$ cat src/rtl/nandcg_pkg.sv
package nandcg_pkg;
  typedef enum logic [3:0] {
    S_IDLE, S_WLOW, S_WHIGH, S_WEXT, S_RSET, S_RLOW, S_RHIGH, S_REXT, S_DONE
  } seq_state_t;

  typedef enum logic [2:0] {
    K_NONE, K_CMD, K_ADR, K_WR, K_RD
  } op_kind_t;
endpackage

$ cat src/rtl/nandcg_timing_bank.sv
module nandcg_timing_bank #(
  parameter int CS_NUM = 4,
  parameter int WORD_W = 32,
  localparam int CS_W = $clog2(CS_NUM)
) (
  input  logic              clk,
  input  logic              rst_n,
  input  logic              cfg_valid,
  input  logic [CS_W-1:0]   cfg_cs,
  input  logic [WORD_W-1:0] cfg_word1,
  input  logic [WORD_W-1:0] cfg_word2,
  input  logic              sel_valid,
  input  logic [CS_W-1:0]   sel_cs,
  output logic [WORD_W-1:0] act_word1,
  output logic [WORD_W-1:0] act_word2
);
  logic [WORD_W-1:0] st1 [CS_NUM];
  logic [WORD_W-1:0] st2 [CS_NUM];

  for (genvar g = 0; g < CS_NUM; g++) begin : g_chip
    always_ff @(posedge clk or negedge rst_n) begin
      if (!rst_n) begin
        st1[g] <= '0;
        st2[g] <= '0;
      end else if (cfg_valid && cfg_cs == CS_W'(g)) begin
        st1[g] <= cfg_word1;
        st2[g] <= cfg_word2;
      end
    end
  end

  always_ff @(posedge clk or negedge rst_n) begin
    if (!rst_n) begin
      act_word1 <= '0;
      act_word2 <= '0;
    end else if (sel_valid) begin
      act_word1 <= st1[sel_cs];
      act_word2 <= st2[sel_cs];
    end
  end
endmodule

$ cat src/rtl/nandcg_sync.sv
module nandcg_sync #(
  parameter int STAGES = 2
) (
  input  logic clk,
  input  logic rst_n,
  input  logic d,
  output logic q
);
  logic [STAGES-1:0] sh;

  always_ff @(posedge clk or negedge rst_n) begin
    if (!rst_n) sh <= '0;
    else        sh <= {sh[STAGES-2:0], d};
  end

  assign q = sh[STAGES-1];
endmodule

$ cat src/rtl/nandcg_seq.sv
module nandcg_seq
  import nandcg_pkg::*;
#(
  parameter int CS_NUM  = 4,
  parameter int FIELD_W = 8,
  parameter int DATA_W  = 8,
  parameter int WIN_W   = 8,
  localparam int CS_W   = $clog2(CS_NUM),
  localparam int ADDR_W = CS_W + WIN_W,
  localparam int WORD_W = 4 * FIELD_W,
  localparam int EL_W   = FIELD_W + 2
) (
  input  logic              clk,
  input  logic              rst_n,
  input  logic              req_valid,
  output logic              req_ready,
  input  logic              req_write,
  input  logic [ADDR_W-1:0] req_addr,
  input  logic [DATA_W-1:0] req_wdata,
  output logic              rsp_valid,
  input  logic              rsp_ready,
  output logic [DATA_W-1:0] rsp_rdata,
  input  logic [WORD_W-1:0] t1,
  input  logic [WORD_W-1:0] t2,
  output logic [CS_NUM-1:0] ce_n,
  output logic              cle,
  output logic              ale,
  output logic              we_n,
  output logic              re_n,
  output logic [DATA_W-1:0] dq_out,
  output logic              dq_oe,
  input  logic [DATA_W-1:0] dq_in
);
  function automatic logic [FIELD_W-1:0] nz(input logic [FIELD_W-1:0] v);
    return (v == '0) ? FIELD_W'(1) : v;
  endfunction

  // Active fields, zero promoted to one tick
  logic [FIELD_W-1:0] rdy_n, wx_n, wc_n, wh_n, acc_n, rh_n, rpw_n, rx_n, wlo_n;
  assign rdy_n = nz(t1[4*FIELD_W-1:3*FIELD_W]);
  assign wx_n  = nz(t1[3*FIELD_W-1:2*FIELD_W]);
  assign wc_n  = nz(t1[2*FIELD_W-1:FIELD_W]);
  assign wh_n  = nz(t1[FIELD_W-1:0]);
  assign acc_n = nz(t2[4*FIELD_W-1:3*FIELD_W]);
  assign rh_n  = nz(t2[3*FIELD_W-1:2*FIELD_W]);
  assign rpw_n = nz(t2[2*FIELD_W-1:FIELD_W]);
  assign rx_n  = nz(t2[FIELD_W-1:0]);
  assign wlo_n = (wc_n > wh_n) ? (wc_n - wh_n) : FIELD_W'(1);

  seq_state_t         st;
  op_kind_t           kind_q, dec;
  logic [FIELD_W-1:0] cnt;
  logic [EL_W-1:0]    el;
  logic               got;
  logic [CS_W-1:0]    cs_q;
  logic [DATA_W-1:0]  wd_q, rd_q;
  logic               rd_ph, last;

  always_comb begin
    dec = K_NONE;
    unique case (req_addr[WIN_W-1:0])
      WIN_W'(0): if (req_write) dec = K_CMD;
      WIN_W'(4): if (req_write) dec = K_ADR;
      WIN_W'(8): dec = req_write ? K_WR : K_RD;
      default:   dec = K_NONE;
    endcase
  end

  assign rd_ph = (st == S_RLOW) || (st == S_RHIGH) || (st == S_REXT);
  assign last  = (cnt == '0);

  always_ff @(posedge clk or negedge rst_n) begin
    if (!rst_n) begin
      st     <= S_IDLE;
      kind_q <= K_NONE;
      cnt    <= '0;
      el     <= '0;
      got    <= 1'b0;
      cs_q   <= '0;
      wd_q   <= '0;
      rd_q   <= '0;
    end else begin
      if (rd_ph) begin
        el <= el + 1'b1;
        if (!got && (el == EL_W'(acc_n) || (st == S_REXT && last))) begin
          rd_q <= dq_in;
          got  <= 1'b1;
        end
      end
      unique case (st)
        S_IDLE: if (req_valid) begin
          cs_q   <= req_addr[ADDR_W-1:WIN_W];
          wd_q   <= req_wdata;
          kind_q <= dec;
          got    <= 1'b0;
          if (dec == K_NONE)    st <= S_DONE;
          else if (dec == K_RD) begin st <= S_RSET; cnt <= rdy_n - 1'b1; end
          else                  begin st <= S_WLOW; cnt <= wlo_n - 1'b1; end
        end
        S_WLOW:  if (last) begin st <= S_WHIGH; cnt <= wh_n - 1'b1; end else cnt <= cnt - 1'b1;
        S_WHIGH: if (last) begin st <= S_WEXT;  cnt <= wx_n - 1'b1; end else cnt <= cnt - 1'b1;
        S_WEXT:  if (last) st <= S_DONE; else cnt <= cnt - 1'b1;
        S_RSET:  if (last) begin st <= S_RLOW; cnt <= rpw_n - 1'b1; el <= EL_W'(1); end
                 else cnt <= cnt - 1'b1;
        S_RLOW:  if (last) begin st <= S_RHIGH; cnt <= rh_n - 1'b1; end else cnt <= cnt - 1'b1;
        S_RHIGH: if (last) begin st <= S_REXT;  cnt <= rx_n - 1'b1; end else cnt <= cnt - 1'b1;
        S_REXT:  if (last) st <= S_DONE; else cnt <= cnt - 1'b1;
        S_DONE:  if (rsp_ready) st <= S_IDLE;
        default: st <= S_IDLE;
      endcase
    end
  end

  // Pin decode from the registered state
  logic active, wdrive;
  assign active = (st != S_IDLE) && (st != S_DONE);
  assign wdrive = (st == S_WLOW) || (st == S_WHIGH);

  for (genvar g = 0; g < CS_NUM; g++) begin : g_ce
    assign ce_n[g] = !(active && cs_q == CS_W'(g));
  end

  assign cle       = wdrive && (kind_q == K_CMD);
  assign ale       = wdrive && (kind_q == K_ADR);
  assign we_n      = (st != S_WLOW);
  assign re_n      = (st != S_RLOW);
  assign dq_oe     = wdrive;
  assign dq_out    = wd_q;
  assign req_ready = (st == S_IDLE);
  assign rsp_valid = (st == S_DONE);
  assign rsp_rdata = rd_q;
endmodule

$ cat src/rtl/nand_cycle_gen.sv
module nand_cycle_gen #(
  parameter int CS_NUM  = 4,
  parameter int FIELD_W = 8,
  parameter int DATA_W  = 8,
  parameter int WIN_W   = 8,
  parameter int SYNC_N  = 2,
  localparam int CS_W   = $clog2(CS_NUM),
  localparam int ADDR_W = CS_W + WIN_W,
  localparam int WORD_W = 4 * FIELD_W
) (
  input  logic              clk,
  input  logic              rst_n,
  input  logic              req_valid,
  output logic              req_ready,
  input  logic              req_write,
  input  logic [ADDR_W-1:0] req_addr,
  input  logic [DATA_W-1:0] req_wdata,
  output logic              rsp_valid,
  input  logic              rsp_ready,
  output logic [DATA_W-1:0] rsp_rdata,
  input  logic              cfg_valid,
  input  logic [CS_W-1:0]   cfg_cs,
  input  logic [WORD_W-1:0] cfg_word1,
  input  logic [WORD_W-1:0] cfg_word2,
  input  logic              sel_valid,
  input  logic [CS_W-1:0]   sel_cs,
  output logic [WORD_W-1:0] status,
  output logic [CS_NUM-1:0] nand_ce_n,
  output logic              nand_cle,
  output logic              nand_ale,
  output logic              nand_we_n,
  output logic              nand_re_n,
  output logic [DATA_W-1:0] nand_dq_out,
  output logic              nand_dq_oe,
  input  logic [DATA_W-1:0] nand_dq_in,
  input  logic              nand_rb
);
  logic [WORD_W-1:0] act1, act2;
  logic              rb_q;

  nandcg_timing_bank #(.CS_NUM(CS_NUM), .WORD_W(WORD_W)) u_bank (
    .clk(clk), .rst_n(rst_n),
    .cfg_valid(cfg_valid), .cfg_cs(cfg_cs), .cfg_word1(cfg_word1), .cfg_word2(cfg_word2),
    .sel_valid(sel_valid), .sel_cs(sel_cs),
    .act_word1(act1), .act_word2(act2)
  );

  nandcg_sync #(.STAGES(SYNC_N)) u_rb (
    .clk(clk), .rst_n(rst_n), .d(nand_rb), .q(rb_q)
  );

  nandcg_seq #(.CS_NUM(CS_NUM), .FIELD_W(FIELD_W), .DATA_W(DATA_W), .WIN_W(WIN_W)) u_seq (
    .clk(clk), .rst_n(rst_n),
    .req_valid(req_valid), .req_ready(req_ready), .req_write(req_write),
    .req_addr(req_addr), .req_wdata(req_wdata),
    .rsp_valid(rsp_valid), .rsp_ready(rsp_ready), .rsp_rdata(rsp_rdata),
    .t1(act1), .t2(act2),
    .ce_n(nand_ce_n), .cle(nand_cle), .ale(nand_ale),
    .we_n(nand_we_n), .re_n(nand_re_n),
    .dq_out(nand_dq_out), .dq_oe(nand_dq_oe), .dq_in(nand_dq_in)
  );

  assign status = {rb_q, {(WORD_W-1){1'b0}}};
endmodule

$ cat config.mk
export PLATFORM = sky130hd
export DESIGN_NAME = nand_cycle_gen
export DESIGN_NICKNAME = d
export VERILOG_FILES = /design/src/rtl/nandcg_pkg.sv /design/src/rtl/nandcg_timing_bank.sv /design/src/rtl/nandcg_sync.sv /design/src/rtl/nandcg_seq.sv /design/src/rtl/nand_cycle_gen.sv
export SDC_FILE = /design/constraint.sdc
export NUM_CORES = 1
export LEC_CHECK = 0
export BUFFER_PORTS_ARGS = -buffer_cell sky130_fd_sc_hd__buf_2
export CORE_MARGIN = 4
export CORE_UTILIZATION = 54
export DETAILED_ROUTE_END_ITERATION = 6
export GPL_TIMING_DRIVEN = 1
export PLACE_DENSITY_LB_ADDON = 0.1
export SETUP_SLACK_MARGIN = 0.05
export SYNTH_ARGS = -nofsm -noshare
export SYNTH_HDL_FRONTEND = slang
export SYNTH_SLANG_ARGS = --single-unit
$ cat constraint.sdc
create_clock -name clk -period 3.3 [get_ports clk]
set_clock_uncertainty 0.15 [all_clocks]
set_input_delay 0.495 -clock clk [delete_from_list [all_inputs] [get_ports clk]]
set_output_delay 0.495 -clock clk [all_outputs]
set_load 0.005 [all_outputs]
==> flow_summary.ini <==
[cts]
h-tree-depth = 2
ctsRootBufferMaster = clkbuf_16
clock_latency_ns = 0.52
path_clk_slew_ns = 0.06
cts_made_buffers = 39
clock-sinks = 366
cts_buffer_depth = 3
tritoncts = done

[sta]
setup_viol = 2
holdWs_ns = 0.0236
setup_ws_ns = -0.154
max_freq_mhz = 289
slew_viol_final = 0
period_share = 1.05
period_minus_slack_ns = 3.45
grt_setup_unrepaired = yes
relSlewSlack = 0.294
tightest_slew_ns = 1.06
report.final.hold_viol_count = 0

[finish]
drive_above_1_share = 0.452
seqCellArea_um2 = 9160
layout.nets = 1589
fin_area_um2 = 20400
areaGrowthSynthToFinish_pct = 15.4
fillerInstances = 2488
multiInputGateArea_um2 = 8070

[min_path]
holdPathStages = 2
min_from = rsp_ready
hp-class = in2reg
whs_endpoint = u_seq.st[3]$_DFFE_PN0P_

[drt]
post_drt_via_cell_ratio = 5.72
drc = 0
post_drt_wl_per_cell_um = 19.8
postRouteAntennaNets = 0
via_count = 11100
first_pass_iters = 5
drt_wl_total_um = 38400
drt_iter0_drc = 587

[pwr]
p_clk_frac = 0.304
p_per_area_nw_per_um2 = 677
p_leak_nw = 8.79
p_int_mw = 9.81
power_frac_seq = 0.441
power.share.combinational = 0.255
max-vdd-ir-drop_v = 0.000438
net-switching-power_mw = 4.01
netSwitchingFraction = 0.290

[die]
die_y_um = 189
fp.coreArea_um2 = 31900
ios = 161
num_rows = 65
dieArea_um2 = 35700
start_util = 0.554
die_x_um = 189

[status]
status = finished with violations
violations = negative setup slack

[synthesis]
netlist.top_cell.by_area = dfrtp_1
ys_async_sr_fraction = 1.00
yosys-top-cells-area = dfrtp_1 52%, mux2_2 21%, mux4_2 8.2%, buf_4 1.4%, xor2_1 1.3%
ys_top_cells_by_count = 366 x dfrtp_1, 325 x mux2_2, 64 x mux4_2
yosysMostFrequentCell = dfrtp_1
synth_top_area_share = 0.518
synthCells = 1311
synthFlopType = dfrtp_1
synth_edf_count = 0
ys_seq_area_frac = 0.518
ys_types = 81
yosys_warnings = 0
synth.ff_latch_count = 366
syn_area_um2 = 17700
syn_area_per_cell_um2 = 13.5

[place]
place_ws_ns = -0.166
place.gp.congestion = 0.911
port_buffers = 129
dpl.hpwl_um = 25700
placed_cell_area_um2 = 19000

[setup_path]
arrival_ns = 3.76
cp_top_family = compound AO/OA/AOI/OAI gates
r2r_start = u_bank.act_word1[5]$_DFFE_PN0P_
r2r_cells = 16
critPathMostFrequentCell = ha_2
r2r_slack_ns = -0.15
critPathMaxStageDelay_ns = 0.40
cp_data_required_time_ns = 3.61
crit_type = reg2reg
cp-end-kind = register
crit_fanout = 3
crit_chain = or3_4 -> nor3_4 -> a31oi_2 -> inv_1 -> ha_2 -> fa_2 -> nand2b_4 -> a211oi_2 -> o31a_1 -> a22oi_2 -> ha_2 -> o311ai_2 -> nand4bb_1 -> xor2_1 -> o211ai_1 -> o21a_1
slowest_stage = or3_4
start_kind = register
timing.rr.end = u_seq.cnt[6]$_DFFE_PN0P_
path_buf_inv = 1

[global_route]
first_global_vias = 11600
antenna_found_initial = 1
grt_use_total = 0.214
overflow = 0
grt_pass1_wl_um = 62000
grt_max_degree = 83

[job]
max-cap-violations = 0
placed cells by master, fill, tap and decap left out, types with 26 or more instances in the layout:
cell type / netlist / final
xor2_1: 27 / 26
nor2_1: 53 / 53
clkbuf_16: 0 / 40
mux4_2: 64 / 64
buf_4: 33 / 51
mux2_2: 325 / 325
buf_2: 8 / 127
conb_1: 1 / 31
a21oi_1: 36 / 36
dfrtp_1: 366 / 366
o21ai_0: 33 / 33
nand2_1: 49 / 49
cells by family (layout without fill, tap and decap cells):
logic type	after synthesis	in the layout	share of synthesized area
mux	393	393	0.291
flops	366	366	0.518
simple gates	219	219	0.0665
compound gates	140	140	0.0508
buf+inv	129	288	0.0379
xor+xnor	45	45	0.0223
fa+ha+maj	18	18	0.0132
other cells	1	32	0.000212
state kept, by name, summed over array words and instances (netlist names), 3 cells and up:
register          count
u_seq.kind_q          3
u_seq.rsp_rdata       8
u_bank.st1          128
u_seq.dq_out          8
u_seq.cnt             8
u_seq.st              4
u_bank.st2          128
u_seq.el             10
u_bank.act_word2     32
u_bank.act_word1     32
worst max-delay path by stage:
stage                                               start                  endpoint  slack [ns]  cells past startpoint
after floorplan           u_bank.act_word1[3]$_DFFE_PN0P_  u_seq.cnt[6]$_DFFE_PN0P_       -0.09                     16
after global placement    u_bank.act_word1[5]$_DFFE_PN0P_  u_seq.cnt[6]$_DFFE_PN0P_       -0.08                     16
after detailed placement  u_bank.act_word1[5]$_DFFE_PN0P_  u_seq.cnt[6]$_DFFE_PN0P_       -0.17                     16
after CTS                 u_bank.act_word1[5]$_DFFE_PN0P_  u_seq.cnt[4]$_DFFE_PN0P_       -0.16                     16
after global routing      u_bank.act_word1[5]$_DFFE_PN0P_  u_seq.cnt[6]$_DFFE_PN0P_       -0.30                     16
final                     u_bank.act_word1[5]$_DFFE_PN0P_  u_seq.cnt[6]$_DFFE_PN0P_       -0.15                     16
per-layer routing:
layer  routed length (um)  track usage
met5                    0            0
met4                  880       0.0521
met3                 1630       0.0313
met2                18300        0.349
met1                17500        0.308
final cells by class:
cell class,count,area share
flip-flops and latches,366,0.449
multi-input cells,846,0.396
repair buffers,193,0.0634
clock buffers,62,0.0575
well taps,435,0.0267
inverters,23,0.00435
clock inverters,10,0.00343
diodes,1,0.000123
power groups by stage:
stage / logic [mW] / registers, mW / clock network [mW]
6_report: 3.53 / 6.09 / 4.20
5_1_grt: 3.90 / 6.21 / 4.47
4_1_cts: 3.46 / 6.09 / 4.31
3_5_place_dp: 3.41 / 6.16 / 0
3_3_place_gp: 3.34 / 6.12 / 0
2_1_floorplan: 2.50 / 5.95 / 0
stage by stage:
| stage | util | TNS [ns] | instances | power, mW |
|---|---|---|---|---|
| after floorplan | - | -0.147 | 1341 | 8.45 |
| after global placement | 0.597 | -0.157 | 1855 | 9.46 |
| after detailed placement | 0.597 | -0.330 | 1855 | 9.58 |
| after CTS | 0.637 | -0.280 | 1931 | 13.9 |
| after global routing | 0.640 | -0.807 | 1935 | 14.6 |
| final | 0.640 | -0.241 | 1936 | 13.8 |
what timing repair did:
| item | 4_1_cts | 5_1_grt |
|---|---|---|
| setup endpoints to repair | 2 | 6 |
| pin swaps | 7 | 6 |
| resized for setup | 3 | 8 |
| hold endpoints to repair | 76 | 0 |
| hold buffers | 2 | 0 |
| buffers inserted | 2 | 4 |
Power figures use the tool's default switching activity.
